## src/rtl/swp_pkg.sv

```systemverilog
package swp_pkg;

   localparam int STAT_W = 8;
   localparam int RES_W  = 4;

   localparam int BUSY_BIT = 7;
   localparam int ERR_BIT  = 0;
   localparam logic [STAT_W-1:0] FLOAT_STAT = 8'hFF;

   localparam logic [RES_W-1:0] RC_BUSY_TIMEOUT = 4'b1110;
   localparam logic [RES_W-1:0] RC_BITS_TIMEOUT = 4'b1101;

   typedef enum logic [2:0] {
      ST_IDLE,
      ST_SETTLE1,
      ST_READ1,
      ST_RESEL,
      ST_GAP1,
      ST_SETTLE2,
      ST_READ2,
      ST_GAP2
   } swp_state_t;

endpackage

```

## src/rtl/swp_tick_delay.sv

```systemverilog
module swp_tick_delay #(
   parameter int CNT_W = 10
) (
   input  logic             clk,
   input  logic             rst_n,
   input  logic             load,
   input  logic [CNT_W-1:0] len,
   input  logic             tick,
   output logic             fin
);

   logic [CNT_W-1:0] cnt_q;
   logic             run_q;

   always_ff @(posedge clk or negedge rst_n) begin
      if (!rst_n) begin
         cnt_q <= '0;
         run_q <= 1'b0;
      end else if (load) begin
         cnt_q <= len;
         run_q <= 1'b1;
      end else if (run_q && tick) begin
         cnt_q <= cnt_q - 1'b1;
         if (cnt_q == CNT_W'(1)) begin
            run_q <= 1'b0;
         end
      end
   end

   assign fin = run_q && tick && (cnt_q == CNT_W'(1)) && !load;

endmodule

```

## src/rtl/swp_bus_master.sv

```systemverilog
module swp_bus_master #(
   parameter int ADDR_W  = 4,
   parameter int DATA_W  = 8,
   parameter bit CAPTURE = 1'b0
) (
   input  logic              clk,
   input  logic              rst_n,
   input  logic              issue,
   input  logic              issue_we,
   input  logic [ADDR_W-1:0] issue_addr,
   input  logic [DATA_W-1:0] issue_wdata,
   output logic              bus_req,
   output logic              bus_we,
   output logic [ADDR_W-1:0] bus_addr,
   output logic [DATA_W-1:0] bus_wdata,
   input  logic              bus_ack,
   input  logic [DATA_W-1:0] bus_rdata,
   output logic              xfer_done,
   output logic [DATA_W-1:0] xfer_rdata
);

   logic              req_q;
   logic              we_q;
   logic [ADDR_W-1:0] addr_q;
   logic [DATA_W-1:0] wdata_q;
   logic              hit;

   always_ff @(posedge clk or negedge rst_n) begin
      if (!rst_n) begin
         req_q   <= 1'b0;
         we_q    <= 1'b0;
         addr_q  <= '0;
         wdata_q <= '0;
      end else if (issue) begin
         req_q   <= 1'b1;
         we_q    <= issue_we;
         addr_q  <= issue_addr;
         wdata_q <= issue_wdata;
      end else if (req_q && bus_ack) begin
         req_q <= 1'b0;
      end
   end

   assign hit       = req_q && bus_ack;
   assign bus_req   = req_q;
   assign bus_we    = we_q;
   assign bus_addr  = addr_q;
   assign bus_wdata = wdata_q;

   generate
      if (CAPTURE) begin : g_capture
         logic              done_q;
         logic [DATA_W-1:0] data_q;
         always_ff @(posedge clk or negedge rst_n) begin
            if (!rst_n) begin
               done_q <= 1'b0;
               data_q <= '0;
            end else begin
               done_q <= hit;
               if (hit) begin
                  data_q <= bus_rdata;
               end
            end
         end
         assign xfer_done  = done_q;
         assign xfer_rdata = data_q;
      end else begin : g_direct
         assign xfer_done  = hit;
         assign xfer_rdata = bus_rdata;
      end
   endgenerate

endmodule

```

## src/rtl/swp_status_poller.sv

```systemverilog
module swp_status_poller
   import swp_pkg::*;
#(
   parameter int ADDR_W         = 4,
   parameter int ALT_ADDR       = 14,
   parameter int SEL_ADDR       = 6,
   parameter int SEL_BASE       = 8'hA0,
   parameter int UNIT_W         = 1,
   parameter int UNIT_BIT       = 4,
   parameter int SETTLE_US      = 1,
   parameter int BUSY_BUDGET_US = 1000000,
   parameter int FAST_LIMIT_US  = 1000,
   parameter int FAST_STEP_US   = 10,
   parameter int SLOW_STEP_US   = 1000,
   parameter int BIT_POLLS      = 5000,
   parameter int BIT_STEP_US    = 10,
   parameter bit CAPTURE_RDATA  = 1'b0
) (
   input  logic                    clk,
   input  logic                    rst_n,
   input  logic                    us_tick,
   input  logic                    start,
   input  logic [UNIT_W-1:0]       unit,
   input  logic [STAT_W-1:0]       mask,
   output logic                    busy,
   output logic                    done,
   output logic signed [RES_W-1:0] result,
   output logic                    bus_req,
   output logic                    bus_we,
   output logic [ADDR_W-1:0]       bus_addr,
   output logic [STAT_W-1:0]       bus_wdata,
   input  logic                    bus_ack,
   input  logic [STAT_W-1:0]       bus_rdata
);

   localparam int EL_W     = $clog2(BUSY_BUDGET_US + SLOW_STEP_US + 1);
   localparam int STEP_A   = (FAST_STEP_US > SLOW_STEP_US) ? FAST_STEP_US : SLOW_STEP_US;
   localparam int STEP_B   = (SETTLE_US > BIT_STEP_US) ? SETTLE_US : BIT_STEP_US;
   localparam int MAX_STEP = (STEP_A > STEP_B) ? STEP_A : STEP_B;
   localparam int DLY_W    = $clog2(MAX_STEP + 1);
   localparam int PC_W     = $clog2(BIT_POLLS + 1);

   generate
      if (SETTLE_US < 1 || FAST_STEP_US < 1 || SLOW_STEP_US < 1 || BIT_STEP_US < 1) begin : g_bad_step
         $error("swp_status_poller: every delay step must be at least one tick");
      end
      if (BIT_POLLS < 1 || BUSY_BUDGET_US < 1) begin : g_bad_budget
         $error("swp_status_poller: budgets must be nonzero");
      end
      if (FAST_LIMIT_US >= BUSY_BUDGET_US) begin : g_bad_limit
         $error("swp_status_poller: fast limit must lie below the busy budget");
      end
      if (UNIT_W + UNIT_BIT > STAT_W || ALT_ADDR >= (1 << ADDR_W) || SEL_ADDR >= (1 << ADDR_W)) begin : g_bad_map
         $error("swp_status_poller: unit field or addresses do not fit");
      end
   endgenerate

   swp_state_t               state_q, state_d;
   logic [UNIT_W-1:0]        unit_q;
   logic [STAT_W-1:0]        mask_q;
   logic [EL_W-1:0]          elapsed_q, elapsed_d;
   logic [PC_W-1:0]          polls_q, polls_d;
   logic                     done_q;
   logic signed [RES_W-1:0]  result_q;

   logic                     issue, issue_we;
   logic [ADDR_W-1:0]        issue_addr;
   logic [STAT_W-1:0]        sel_value;
   logic                     xfer_done;
   logic [STAT_W-1:0]        xfer_rdata;
   logic                     dly_load, dly_fin;
   logic [DLY_W-1:0]         dly_len;
   logic                     finish;
   logic [RES_W-1:0]         finish_code;
   logic                     accept;

   assign accept    = (state_q == ST_IDLE) && start;
   assign sel_value = STAT_W'(SEL_BASE) | (STAT_W'(unit_q) << UNIT_BIT);

   swp_tick_delay #(.CNT_W(DLY_W)) u_delay (
      .clk   (clk),
      .rst_n (rst_n),
      .load  (dly_load),
      .len   (dly_len),
      .tick  (us_tick),
      .fin   (dly_fin)
   );

   swp_bus_master #(
      .ADDR_W  (ADDR_W),
      .DATA_W  (STAT_W),
      .CAPTURE (CAPTURE_RDATA)
   ) u_bus (
      .clk         (clk),
      .rst_n       (rst_n),
      .issue       (issue),
      .issue_we    (issue_we),
      .issue_addr  (issue_addr),
      .issue_wdata (sel_value),
      .bus_req     (bus_req),
      .bus_we      (bus_we),
      .bus_addr    (bus_addr),
      .bus_wdata   (bus_wdata),
      .bus_ack     (bus_ack),
      .bus_rdata   (bus_rdata),
      .xfer_done   (xfer_done),
      .xfer_rdata  (xfer_rdata)
   );

   always_comb begin
      state_d     = state_q;
      issue       = 1'b0;
      issue_we    = 1'b0;
      issue_addr  = ADDR_W'(ALT_ADDR);
      dly_load    = 1'b0;
      dly_len     = DLY_W'(SETTLE_US);
      elapsed_d   = elapsed_q;
      polls_d     = polls_q;
      finish      = 1'b0;
      finish_code = '0;
      unique case (state_q)
         ST_IDLE: begin
            if (accept) begin
               state_d   = ST_SETTLE1;
               dly_load  = 1'b1;
               dly_len   = DLY_W'(SETTLE_US);
               elapsed_d = '0;
               polls_d   = '0;
            end
         end
         ST_SETTLE1: begin
            if (dly_fin) begin
               issue   = 1'b1;
               state_d = ST_READ1;
            end
         end
         ST_READ1: begin
            if (xfer_done) begin
               if (xfer_rdata == FLOAT_STAT) begin
                  issue      = 1'b1;
                  issue_we   = 1'b1;
                  issue_addr = ADDR_W'(SEL_ADDR);
                  elapsed_d  = elapsed_q + EL_W'(SLOW_STEP_US);
                  state_d    = ST_RESEL;
               end else if (!xfer_rdata[BUSY_BIT]) begin
                  if (mask_q == '0) begin
                     finish      = 1'b1;
                     finish_code = RES_W'(xfer_rdata[ERR_BIT]);
                  end else begin
                     dly_load = 1'b1;
                     dly_len  = DLY_W'(SETTLE_US);
                     state_d  = ST_SETTLE2;
                  end
               end else begin
                  dly_load = 1'b1;
                  state_d  = ST_GAP1;
                  if (elapsed_q > EL_W'(FAST_LIMIT_US)) begin
                     elapsed_d = elapsed_q + EL_W'(SLOW_STEP_US);
                     dly_len   = DLY_W'(SLOW_STEP_US);
                  end else begin
                     elapsed_d = elapsed_q + EL_W'(FAST_STEP_US);
                     dly_len   = DLY_W'(FAST_STEP_US);
                  end
               end
            end
         end
         ST_RESEL: begin
            if (xfer_done) begin
               dly_load = 1'b1;
               dly_len  = DLY_W'(SLOW_STEP_US);
               state_d  = ST_GAP1;
            end
         end
         ST_GAP1: begin
            if (dly_fin) begin
               if (elapsed_q >= EL_W'(BUSY_BUDGET_US)) begin
                  finish      = 1'b1;
                  finish_code = RC_BUSY_TIMEOUT;
               end else begin
                  issue   = 1'b1;
                  state_d = ST_READ1;
               end
            end
         end
         ST_SETTLE2: begin
            if (dly_fin) begin
               issue   = 1'b1;
               state_d = ST_READ2;
            end
         end
         ST_READ2: begin
            if (xfer_done) begin
               if ((xfer_rdata & mask_q) == mask_q) begin
                  finish      = 1'b1;
                  finish_code = RES_W'(xfer_rdata[ERR_BIT]);
               end else begin
                  polls_d  = polls_q + 1'b1;
                  dly_load = 1'b1;
                  dly_len  = DLY_W'(BIT_STEP_US);
                  state_d  = ST_GAP2;
               end
            end
         end
         ST_GAP2: begin
            if (dly_fin) begin
               if (polls_q >= PC_W'(BIT_POLLS)) begin
                  finish      = 1'b1;
                  finish_code = RC_BITS_TIMEOUT;
               end else begin
                  issue   = 1'b1;
                  state_d = ST_READ2;
               end
            end
         end
         default: state_d = ST_IDLE;
      endcase
      if (finish) begin
         state_d = ST_IDLE;
      end
   end

   always_ff @(posedge clk or negedge rst_n) begin
      if (!rst_n) begin
         state_q   <= ST_IDLE;
         unit_q    <= '0;
         mask_q    <= '0;
         elapsed_q <= '0;
         polls_q   <= '0;
         done_q    <= 1'b0;
         result_q  <= '0;
      end else begin
         state_q   <= state_d;
         elapsed_q <= elapsed_d;
         polls_q   <= polls_d;
         done_q    <= finish;
         if (accept) begin
            unit_q <= unit;
            mask_q <= mask;
         end
         if (finish) begin
            result_q <= finish_code;
         end
      end
   end

   assign busy   = (state_q != ST_IDLE);
   assign done   = done_q;
   assign result = result_q;

endmodule

```

## config.mk

```make
export PLATFORM = sky130hd
export DESIGN_NAME = swp_status_poller
export DESIGN_NICKNAME = d
export VERILOG_FILES = /design/src/rtl/swp_pkg.sv /design/src/rtl/swp_tick_delay.sv /design/src/rtl/swp_bus_master.sv /design/src/rtl/swp_status_poller.sv
export SDC_FILE = /design/constraint.sdc
export NUM_CORES = 1
export LEC_CHECK = 0
export BUFFER_PORTS_ARGS = -buffer_cell sky130_fd_sc_hd__buf_2
export CORE_AREA = 4 4 85 103
export CTS_CLUSTER_DIAMETER = 40
export CTS_CLUSTER_SIZE = 20
export DETAILED_ROUTE_END_ITERATION = 6
export DIE_AREA = 0 0 89 107
export PLACE_DENSITY = 0.69
export RECOVER_POWER = 100
export SLEW_MARGIN = 40
export SYNTH_ARGS = -nofsm -noshare
export SYNTH_HDL_FRONTEND = slang
export SYNTH_SLANG_ARGS = --single-unit
export TNS_END_PERCENT = 10
```

## constraint.sdc

```tcl
create_clock -name clk -period 3.7 [get_ports clk]
set_input_delay 0.925 -clock clk [delete_from_list [all_inputs] [get_ports clk]]
set_output_delay 0.925 -clock clk [all_outputs]
set_load 0.1 [all_outputs]
```

[Word level (Yosys, flattened, before mapping)]
Cells that the tools add are included.
Storage, ports and cells
  input port bits: 22
  flip-flop bits (word level): 69
  output and inout port bits: 20
  word-level logic and storage cells: 151
Cells by class
  equality and inequality tests: 27
  reductions and logical operators: 19
  multiplexer cells: 84
  add/subtract/negate cells: 4
  order comparisons: 3
  bitwise operators: 1
Operator list (count)
  2-to-1 mux 20 bit: 5
  2-to-1 mux 10 bit: 7
  2-to-1 mux 3 bit: 15
  one-hot mux 20 bit (2 select lines): 1
  2-to-1 mux 13 bit: 3
  2-to-1 mux 1 bit: 37
  2-to-1 mux 4 bit: 9
  one-hot mux 10 bit (3 select lines): 1
  inequality test 3 bit (second input constant): 9
  one-hot mux 13 bit (2 select lines): 1
  one-hot mux 3 bit (8 select lines): 1
  adder 20 x 10 -> 20 bit (second input constant): 1
  adder 20 x 4 -> 20 bit (second input constant): 1
  >= comparator 20 bit (second input constant): 1
  > comparator 20 x 10 -> 1 bit (second input constant): 1
  one-hot mux 4 bit (4 select lines): 1
  adder 13 x 1 -> 13 bit (second input constant): 1
  >= comparator 13 bit (second input constant): 1
  equality test 3 bit (second input constant): 4
  one-hot mux 1 bit (4 select lines): 3
  AND reduction 12 bit: 1
  equality test 10 x 1 -> 1 bit (second input constant): 1
  nonzero test 2 bit: 5
  subtractor 10 x 1 -> 10 bit (second input constant): 1
  17 further kinds: 27

[Depth between registers and ports, before layout]
  depth after elaboration: 12
  mapped depth: 8

[Hierarchy]
Synthesis repeated with hierarchy kept, for this count alone.
Unflattened totals
  cells, all modules: 485
  area total of the unflattened synthesis: 4370.4 sq um
By module, submodules not included
  swp_status_poller: cells each 378, times used 1, area an instance 3161.8 sq um
  swp_tick_delay: cells each 68, times used 1, area an instance 621.8 sq um
  swp_bus_master: cells each 39, times used 1, area an instance 586.8 sq um

[Least setup slack after synthesis]
No wires, ideal clock.
  path kind: register to register
  start point: register u_bus.req_q (netlist: u_bus.bus_req)
  end point: register elapsed_q[15]
  arrival: 2.564 ns
  cell stages (with the launch flop): 7
  data required time: 3.605 ns
  setup slack: 1.041 ns
  clock period less this slack: 2.659 ns
  buffers on the path: 0
  cells stage by stage: dfrtp_1 nand2_1 nor3_1 o22a_1 nand2_1 or3_1 o31ai_1
Between the ends
  cells in the longest elaborated chain, start to end: 3
RTL lines
  start: declaration: RTL line swp_bus_master.sv:22  | logic req_q;
  start signal: assignment: RTL line swp_bus_master.sv:30  | req_q <= 1'b0;
  start signal: assignment: RTL line swp_bus_master.sv:35  | req_q <= 1'b1;
  start signal: assignment: RTL line swp_bus_master.sv:40  | req_q <= 1'b0;
  logical AND 1 bit: RTL line swp_bus_master.sv:44  | assign hit = req_q && bus_ack;
  inequality test 2 x 1 -> 1 bit (no line)
  AND reduction 4 bit (no line)
  end signal: assignment: RTL line swp_status_poller.sv:233  | elapsed_q <= elapsed_d;
  end: declaration: RTL line swp_status_poller.sv:61  | logic [EL_W-1:0] elapsed_q, elapsed_d;
No other way between the ends.
A chain may end at the register's enable or synchronous reset.

[Worst setup path in the final report]
  start point: register state_q[2]
  end point: output busy
Between the ends
  cells in the longest elaborated chain, start to end: 1
RTL lines
  start: declaration: RTL line swp_status_poller.sv:58  | swp_state_t state_q, state_d;
  start signal: assignment: RTL line swp_status_poller.sv:232  | state_q <= state_d;
  nonzero test 3 bit: RTL line swp_status_poller.sv:246  | assign busy = (state_q != ST_IDLE);
  end: declaration: RTL line swp_status_poller.sv:25  | output logic busy,
No other way between the ends.

==> results.sh <==
export IMPL_status="finished, violations left"
export IMPL_violations="max-capacitance violations, max-slew violations"
export IMPL_wire_per_inst_um=15.61
export IMPL_cts_resized=0
export IMPL_layoutNonFillerInstCount=581
export IMPL_layout_common_cells="dfrtp_1, nand2_1, nor2_1, o21ai_0, inv_1"
export IMPL_critical_path_max_stage_delay_ns=0.87
export IMPL_multi_input_area_um2=1998
export IMPL_detail_route_vias_per_cell=6.038
export IMPL_post_route_drc_count=0
export IMPL_critPathSlowestCell="clkbuf_1"
export IMPL_yosysSeqAreaShare=0.4173
export IMPL_vias=3508
export IMPL_r2r_end="polls_q[9]$_DFFE_PN0P_"
export IMPL_dieWidth_um=89
export IMPL_nNetsFinal=517
export IMPL_pin_count=42
export IMPL_grt_max_degree=37
export IMPL_grt_pass1_vias=3242
export IMPL_r2r_cells=7
export IMPL_cts_tree="done"
export IMPL_core_area_um2=7664
export IMPL_gp_congestion=0.8755
export IMPL_grt_pass1_wl_mm=15.29
export IMPL_synth_seq_cells=64
export IMPL_ir_drop_v=0.0002100
export IMPL_grtUsageTotal=0.2051
export IMPL_path_class="flip-flop to output port"
export IMPL_reg2reg_slack_ns=0.92
export IMPL_fmax_ghz=0.3302
export IMPL_use_met1=0.2652
export IMPL_avgSynthCellArea_um2=8.471
export IMPL_worstSkewPairLatency_ns=0.35
export IMPL_die_area_um2=9523
export IMPL_clkSlewWorstSetupHoldPaths_ns=0.07
export IMPL_synthToLayoutAreaGrowth_pct=9.456
export IMPL_relSlewSlack=-0.3047
export IMPL_grtUsageMet2=0.3254
export IMPL_endpoint_kind="output port"
export IMPL_antenna_found_initial=0
export IMPL_netlist_area_um2=3837
export IMPL_total_power_w=0.001617
export IMPL_crit_chain="nor3_1 -> inv_1 -> clkbuf_1"
export IMPL_worst_ep_arrival_time_ns=2.10
export IMPL_num_rows=35
export IMPL_drive_above_1_share=0.08793
export IMPL_dp_hpwl_mm=6.582
export IMPL_antennaDiodeCount=0
export IMPL_layout_commonest_cell="dfrtp_1"
export IMPL_yosysTopAreaCellShare=0.4173
export IMPL_grt_busiest_layer="met2"
export IMPL_clockRootBuffer="clkbuf_8"
export IMPL_maxCapViolCount=2
export IMPL_numCtsBuffers=9
export IMPL_synth_top_area_cell="dfrtp_1"
export IMPL_synth_area_leaders="dfrtp_1, nand2_1, o21ai_0"
export IMPL_cp_data_required_time_ns=2.77
export IMPL_use_met3=0.03997
export IMPL_r2r_start="state_q[2]$_DFFE_PN0P_"
export IMPL_skew_ns=0.01035
export IMPL_power_density_nw_per_um2=384.9
export IMPL_hold_class="flip-flop to flip-flop"
export IMPL_power_leakage_nw=1.875
export IMPL_cts_setup_buffers=0
export IMPL_grt_overflow=0
export IMPL_worstMarginPinSlew_ns=1.957
export IMPL_initial_core_util=0.5007
export IMPL_ant_nets=0
export IMPL_dp_cells=567
export IMPL_syn_inst=453
export IMPL_cp_max_fo=16
export IMPL_io_buffers=35
export IMPL_cts_sinks=64
export IMPL_synth_flop_cell="dfrtp_1"
export IMPL_synth_async_reset_ratio=1.000
export IMPL_fillers=747
export IMPL_final_area_um2=4200
export IMPL_die_h_um=107
export IMPL_hold_viol_final=0
export IMPL_start_kind="flip-flop"
export IMPL_routed_wl_mm=9.072
export IMPL_synth_edf_count=0
export IMPL_synth_distinct_cells=56
export IMPL_regArea_um2=1602
export IMPL_endpoint="busy"
export IMPL_tns_ns=0
export IMPL_critical_path_startpoint="state_q[2]$_DFFE_PN0P_"
export IMPL_clk_path_buf_depth=2
export IMPL_cts_max_level=3
export IMPL_hold_buffers=0
export IMPL_post_dp_cell_area_um2=4076
export IMPL_dr_pass1_iters=5
export IMPL_setup_viol=0
export IMPL_maxSlewViolCount=65
export IMPL_ys_warn_count=0
export IMPL_drt_iter0_drc=230
export IMPL_rsz0062_at_grt="false"
export IMPL_finalCritPeriodShare=0.8184
export IMPL_period_minus_slack_ns=3.028
worst min-delay path by stage:
| stage | start | cells past startpoint | to |
|---|---|---|---|
| after floorplan | unit_q$_DFFE_PN0P_ | 2 | unit_q$_DFFE_PN0P_ |
| after global placement | u_bus.bus_we$_DFFE_PN0P_ | 2 | u_bus.bus_we$_DFFE_PN0P_ |
| after detailed placement | u_bus.bus_we$_DFFE_PN0P_ | 2 | u_bus.bus_we$_DFFE_PN0P_ |
| after CTS | u_bus.bus_we$_DFFE_PN0P_ | 2 | u_bus.bus_we$_DFFE_PN0P_ |
| after global routing | u_bus.bus_we$_DFFE_PN0P_ | 2 | u_bus.bus_we$_DFFE_PN0P_ |
| final | u_bus.bus_we$_DFFE_PN0P_ | 2 | u_bus.bus_we$_DFFE_PN0P_ |
kinds of logic after synthesis:
family,Yosys count,share of synthesized area
adders and majority gates,9,0.02935
AOI/OAI and AO/OA,113,0.1943
xor gates and xnor gates,13,0.02967
muxes,6,0.01630
and+or+nand+nor,194,0.2504
DFF,64,0.4173
other,1,0.0009772
buffers and inverters,53,0.06162
stage by stage:
step           utilization  setup slack [ns]  hold WS [ns]
2_1_floorplan            -             1.041        0.4401
3_3_place_gp        0.5319            0.8220        0.4611
3_5_place_dp        0.5319            0.7241        0.4608
4_1_cts             0.5572            0.9810        0.4778
5_1_grt             0.5481            0.5805        0.5181
6_report            0.5481            0.6718        0.4759
synthesized netlist by cell type, drive strengths merged (4+ instances only):
library cell / count
or3: 7
o21ai: 36
nand2: 56
nand4: 9
nor2: 38
a211oi: 5
ha: 9
and3: 5
clkbuf: 16
a31oi: 11
nor3: 22
and2: 4
mux2i: 4
nand3: 25
nand2b: 7
o22ai: 9
xnor2: 11
inv: 27
o31ai: 8
or2: 5
nor4: 5
a2bb2oi: 4
a21oi: 14
buf: 10
dfrtp: 64
or4: 7
routing by layer:
layer  share of wire  routed length, um  up-vias
li1                -                  -     1681
met1            0.44               3982     1681
met2            0.48               4347      120
met3           0.056                506       26
met4           0.026                235        0
met5               0                  0        -
flip-flops by register name (all words and copies together), names as in the netlist:
| register | cells |
|---|---|
| elapsed_q | 19 |
| polls_q | 13 |
| u_delay.cnt_q | 10 |
| mask_q | 8 |
| result | 3 |
| state_q | 3 |
| u_bus.bus_addr | 2 |
| done | 1 |
| u_bus.bus_req | 1 |
| u_bus.bus_wdata | 1 |
| u_bus.bus_we | 1 |
| u_delay.run_q | 1 |
| unit_q | 1 |
power breakdown:
group	internal, W	switching [W]
clock	0.000339	0.000272
combinational	0.0000825	0.000112
sequential	0.000750	0.0000611
total	0.00117	0.000445
critical path, delay by kind of cell (launching register included):
kind	cells	cell delay (ns)
buffers and inverters	2	0.98
flip-flops	1	0.63
AND/OR/NAND/NOR	1	0.14
area by class of cell:
cell class / instances / share of cell area
Clock buffer: 11 / 0.03604
Clock inverter: 3 / 0.01013
Inverter: 27 / 0.02413
Multi-Input combinational cell: 341 / 0.4757
Sequential cell: 64 / 0.3813
Tap cell: 92 / 0.02741
Timing Repair Buffer: 43 / 0.04528
No activity file was read; power rests on OpenSTA's default activity.
